[src/rtl/qbp_pkg.sv]
package qbp_pkg;
  typedef enum logic [1:0] {RSEL_NONE, RSEL_LATCH, RSEL_PIN} rsel_e;

  function automatic rsel_e pick_src(input logic rd_latch, input logic rd_pin);
    if (rd_latch)    return RSEL_LATCH;
    else if (rd_pin) return RSEL_PIN;
    else             return RSEL_NONE;
  endfunction
endpackage

[src/rtl/qbp_latch.sv]
module qbp_latch #(
  parameter int NUM_PINS = 8
) (
  input  logic                clk_i,
  input  logic                rst_ni,
  input  logic                we_i,
  input  logic [NUM_PINS-1:0] d_i,
  output logic [NUM_PINS-1:0] q_o
);
  always_ff @(posedge clk_i or negedge rst_ni) begin
    if (!rst_ni)   q_o <= '1;
    else if (we_i) q_o <= d_i;
  end
endmodule

[src/rtl/qbp_sync.sv]
module qbp_sync #(
  parameter int NUM_PINS = 8
) (
  input  logic                clk_i,
  input  logic                rst_ni,
  input  logic [NUM_PINS-1:0] async_i,
  output logic [NUM_PINS-1:0] sync_o
);
  logic [NUM_PINS-1:0] stage1_q;
  // reset to ones: pins idle high through pull-ups
  always_ff @(posedge clk_i or negedge rst_ni) begin
    if (!rst_ni) begin
      stage1_q <= '1;
      sync_o   <= '1;
    end else begin
      stage1_q <= async_i;
      sync_o   <= stage1_q;
    end
  end
endmodule

[src/rtl/qbp_drive.sv]
module qbp_drive #(
  parameter int                     NUM_PINS = 8,
  parameter logic [NUM_PINS-1:0]    ALT_MASK = '0
) (
  input  logic [NUM_PINS-1:0] latch_i,
  input  logic [NUM_PINS-1:0] alt_out_i,
  output logic [NUM_PINS-1:0] pull_dn_o
);
  for (genvar i = 0; i < NUM_PINS; i++) begin : g_pin
    logic alt_eff;
    // pins without an alternate function see a constant 1
    assign alt_eff      = alt_out_i[i] | ~ALT_MASK[i];
    assign pull_dn_o[i] = ~(latch_i[i] & alt_eff);
  end
endmodule

[src/rtl/qbp_port_array.sv]
module qbp_port_array
  import qbp_pkg::*;
#(
  parameter int                  NUM_PINS = 8,
  parameter logic [NUM_PINS-1:0] ALT_MASK = 8'hF0
) (
  input  logic                clk_i,
  input  logic                rst_ni,
  input  logic                wr_latch_i,
  input  logic [NUM_PINS-1:0] wr_data_i,
  input  logic                rd_latch_i,
  input  logic                rd_pin_i,
  input  logic [NUM_PINS-1:0] alt_out_i,
  input  logic [NUM_PINS-1:0] pin_i,
  output logic [NUM_PINS-1:0] rd_data_o,
  output logic [NUM_PINS-1:0] pull_dn_o,
  output logic [NUM_PINS-1:0] pin_in_o
);
  logic [NUM_PINS-1:0] latch_q;
  logic [NUM_PINS-1:0] pin_sync;
  rsel_e               rsel;

  qbp_latch #(.NUM_PINS(NUM_PINS)) u_latch (
    .clk_i (clk_i),
    .rst_ni(rst_ni),
    .we_i  (wr_latch_i),
    .d_i   (wr_data_i),
    .q_o   (latch_q)
  );

  qbp_sync #(.NUM_PINS(NUM_PINS)) u_sync (
    .clk_i  (clk_i),
    .rst_ni (rst_ni),
    .async_i(pin_i),
    .sync_o (pin_sync)
  );

  qbp_drive #(.NUM_PINS(NUM_PINS), .ALT_MASK(ALT_MASK)) u_drive (
    .latch_i  (latch_q),
    .alt_out_i(alt_out_i),
    .pull_dn_o(pull_dn_o)
  );

  assign rsel     = pick_src(rd_latch_i, rd_pin_i);
  assign pin_in_o = pin_sync;

  always_comb begin
    unique case (rsel)
      RSEL_LATCH: rd_data_o = latch_q;
      RSEL_PIN:   rd_data_o = pin_sync;
      default:    rd_data_o = '0;
    endcase
  end
endmodule

[config.mk]
export PLATFORM = sky130hd
export DESIGN_NAME = qbp_port_array
export DESIGN_NICKNAME = d
export VERILOG_FILES = /design/src/rtl/qbp_pkg.sv /design/src/rtl/qbp_latch.sv /design/src/rtl/qbp_sync.sv /design/src/rtl/qbp_drive.sv /design/src/rtl/qbp_port_array.sv
export SDC_FILE = /design/constraint.sdc
export NUM_CORES = 1
export LEC_CHECK = 0
export ABC_AREA = 1
export BUFFER_PORTS_ARGS = -buffer_cell sky130_fd_sc_hd__buf_2
export CAP_MARGIN = 30
export CELL_PAD_IN_SITES_DETAIL_PLACEMENT = 1
export CELL_PAD_IN_SITES_GLOBAL_PLACEMENT = 2
export CORE_MARGIN = 2
export CORE_UTILIZATION = 23
export CTS_CLUSTER_DIAMETER = 60
export DETAILED_ROUTE_END_ITERATION = 8
export MAX_ROUTING_LAYER = met4
export PLACE_DENSITY_LB_ADDON = 0.1
export SLEW_MARGIN = 15
export SYNTH_ARGS = -nofsm -noshare
export SYNTH_HDL_FRONTEND = slang
export SYNTH_SLANG_ARGS = --single-unit
export TNS_END_PERCENT = 30
[constraint.sdc]
create_clock -name clk_i -period 0.93 [get_ports clk_i]
set_input_delay 0.186 -clock clk_i [delete_from_list [all_inputs] [get_ports clk_i]]
set_output_delay 0.186 -clock clk_i [all_outputs]
set_load 0.02 [all_outputs]
---- Word-level counts from Yosys, hierarchy flattened ----
Index checks and enable logic that the tools add are counted.
cells by class
  equal/unequal tests ..................... 2
  bitwise operators ....................... 12
  mux-type cells .......................... 3
operators by type and width
  operator              count
  $pmux W8 S2           1
  $not A1 Y1            8
  $and A1 B1 Y1         4
  $mux W2               2
  $eq A2 B1 Y1 const B  1
  $eq A2 B2 Y1 const B  1
storage, ports and cells
  flip-flop bits (word level) ............. 24
  word-level logic and storage cells ...... 20
  input port bits ......................... 29
  output and inout bits ................... 24

---- Longest topological paths before layout ----
  depth in word-level cells ............... 4
  gate-level depth with buffers ........... 4
  mapped depth without buffers ............ 3

---- Modules after synthesis ----
Synthesis repeated with hierarchy kept, for this count alone.
second synthesis, totals
  cells, all modules ...................... 85
  area, all modules ....................... 885.8 sq um
by module, submodules not included
  module          cells an instance  instances  sequential area each (sq um)  area each (sq um)
  qbp_sync        16                 1          420.4                         420.4
  qbp_latch       34                 1          210.2                         315.3
  qbp_port_array  27                 1          0.0                           120.1
  qbp_drive       8                  1          0.0                           30.0

---- Worst setup path before layout ----
OpenSTA, ideal clock, no wires.
  kind .................................... register to output
  from .................................... reg u_sync.sync_o[0]
  to ...................................... out rd_data_o[0]
  slack ................................... -0.067 ns
  path buffers ............................ 0
  stages on the path, launching flop included .. 3
  required time ........................... 0.744 ns
  arrival time ............................ 0.811 ns
  cells stage by stage .................... dfstp_2 nand3_1 nand2_1
on the way
  word-level cells in the longest chain between the ends .. 1
ends and longest elaborated chain
  element                   RTL line              text
  start: declaration        qbp_sync.sv:7         output logic [NUM_PINS-1:0] sync_o
  start signal: assignment  qbp_sync.sv:17        sync_o <= stage1_q;
  $pmux W8 S2               qbp_port_array.sv:48  unique case (rsel)
  end: declaration          qbp_port_array.sv:15  output logic [NUM_PINS-1:0] rd_data_o,
Every way passes these cells.

---- Worst setup path after layout ----
  from .................................... reg u_sync.sync_o[2]
  to ...................................... out rd_data_o[2]
The elaborated chain is that of the path after synthesis.

==> qor.csv <==
metric,value,unit
outcome,"complete, but fails checks",
violations in the final reports,setup timing,
drt initial violations,6,
routed wire length,2.16,mm
Max Root-Sink Buffers,2,
Avg WL per Cell,11.5,um
RSZ-0062 raised after global routing,yes,
LEAKAGE,0.000693,uW
R2R Path End,u_latch.q_o[2]$_DFFE_PN1P_,
drt drc,0,
gr ovfl total,0,
Worst Setup SP,u_sync.sync_o[2]$_DFF_PN1_,
CP bufs+invs,1,
placed insts,175,
first-pass GRT wire length,3.09,mm
Die H,65.6,um
Final Cycle Share,1.40,
antenna-violating nets left,0,
Flop pwr share,0.471,
share of cells above drive strength 1,0.686,
die width,65.6,um
TritonCTS Buffers,3,
largest net degree at the start of global routing,25,
Sw Pwr,608,uW
Clock power frac,0.350,
clock root cell,clkbuf_8,
cell count of the worst reg-to-reg path,2,
post-synthesis cell count,80,
"commonest non-fill, non-tap cell in the layout",buf_2,
"slowest stage delay, CP",0.56,ns
Row Count,22,
CP Launch Type,flip-flop,
Critical R2R Launch,u_latch.q_o[2]$_DFFE_PN1P_,
Hold EP,u_sync.stage1_q[4]$_DFF_PN1_,
Cell variety after synth,9,
Max-Cap Viols,0,
"commonest cells after routing, fill and taps aside","32 x buf_2, 24 x dfstp_2, 17 x nand2_1, 12 x buf_6, 11 x nand2_2",
post-route worst setup slack,-0.373,ns
Worst Max-Slew Pin Slew,0.496,ns
post-synth top area cell,dfstp_2,
Hold Path Origin,pin_i[4],
Ant. Diodes,0,
vias,745,
syn avg cell area,10.9,um^2
final hold violations,0,
H-tree depth,1,
"Max FO, Critical Path",2,
Sw Share,0.238,
Core Area,3660,um^2
ranking of synthesized cells by area,"dfstp_2 72%, nand2_1 12%, nand3_1 4.6%",
"Setup violations, final",24,
gr usage total,0.101,
Crit-path slowest cell,dfstp_2,
vias per inst,3.96,
WHS Path Cells,1,
logic gate share of total power,0.179,
Starting Density,0.239,
Non-Filler Instances,188,
clk_lat worst skew,0.26,ns
Worst setup EP type,output pin,
TritonCTS clock tree,yes,
Cell Int Power,1950,uW
"Reg clk slew, reported paths",0.08,ns
clk sinks,24,
Pre-Repair DR Iteration Count,3,
worst path cell trace,"nand3_1, nand2_2, buf_6",
Peak VDD IR,0.735,mV
post-synthesis register bit count,24,
Fin Clk Skew,0.00143,ns
Peak Freq,767,MHz
port bufs,48,
worst reg2reg setup slack,0.09,ns
Slew HR,0.669,
io pins,53,
Netlist Area Pre-Place,873,um^2
YS warnings,0,
area growth from synthesis to layout,65.9,%
critical path depth in cells,3,
vias in the first global route,707,
crit path time final,1.30,ns
pre-CTS setup slack,-0.0781,ns
"CP delay by family, top",flip-flops,
post-synthesis net count,109,
worst hold path class,primary input to flip-flop,
Synth top area share,0.722,
initial antenna violation count,0,
pwr dens,1760,nW/um^2
Routability Congestion,0.610,
crit path kind,flip-flop to output pin,
DIE AREA,4310,um^2
CP required,0.74,ns
Slew Limit Fails,0,
fin nets,170,
DP HPWL,1.56,mm
worst endpoint data arrival time,1.12,ns
post-synthesis sequential area ratio,0.722,
TNS Setup,-6.39,ns
==> stage by stage <==
| step | power [uW] | instance area, um^2 | util | hold slack [ns] |
|---|---|---|---|---|
| after floorplan | 1410 | 893 | - | 0.0382 |
| after global placement | 1570 | 1180 | 0.324 | 0.291 |
| after detailed placement | 1580 | 1180 | 0.324 | 0.292 |
| after CTS | 2560 | 1330 | 0.364 | 0.00413 |
| after global routing | 2710 | 1450 | 0.396 | 0.0111 |
| final | 2560 | 1450 | 0.396 | 0.0263 |
==> flip-flops by register name, summed over array words and instances, names as in the netlist <==
| register | count |
|---|---|
| u_latch.q_o | 8 |
| u_sync.stage1_q | 8 |
| u_sync.sync_o | 8 |
==> cell usage after synthesis <==
master,count
buf_2,1
buf_4,1
buf_6,1
dfstp_2,24
inv_1,8
inv_2,1
nand2_1,28
nand3_1,8
o21ai_0,8
==> cell families (layout without fill, tap and decap cells) <==
family / after synthesis / after routing / share of synthesized area
flops: 24 / 24 / 0.722
simple gates: 36 / 36 / 0.166
compound gates: 8 / 8 / 0.0458
buf+inv: 12 / 72 / 0.0659
==> layer usage <==
layer	GRT usage	up-vias	part of all wire
met5	-	-	0
met4	0.0547	0	0.0069
met3	0.0257	2	0.068
met2	0.163	28	0.51
met1	0.116	351	0.42
li1	-	364	-
==> what timing repair did <==
action	CTS	global route
buffers inserted	0	2
hold buffers	0	7
pin swaps	0	2
gates resized for setup	26	9
cloned	0	0
endpoints found under the setup margin	24	24
endpoints found under the hold margin	0	7
==> cell type report <==
| class | count | area [um^2] |
|---|---|---|
| Tap cell | 48 | 60.1 |
| Timing Repair Buffer | 59 | 425 |
| Fill cell | 434 | 2210 |
| Sequential cell | 24 | 631 |
| Multi-Input combinational cell | 44 | 228 |
| Clock buffer | 3 | 41.3 |
| Inverter | 9 | 33.8 |
| Clock inverter | 1 | 30.0 |
==> power by group through the flow <==
| stage | logic, uW | registers, uW | clock network [uW] |
|---|---|---|---|
| detailed placement | 366 | 1220 | 0 |
| floorplan | 179 | 1230 | 0 |
| finish | 457 | 1200 | 896 |
| CTS | 423 | 1200 | 931 |
| global placement | 359 | 1210 | 0 |
| global route | 499 | 1220 | 991 |
==> how the worst max path moves through the flow <==
stage / end
finish: rd_data_o[2]
global route: rd_data_o[2]
CTS: rd_data_o[6]
detailed placement: rd_data_o[6]
global placement: rd_data_o[7]
floorplan: rd_data_o[0]
No activity file was read; power rests on OpenSTA's default activity.
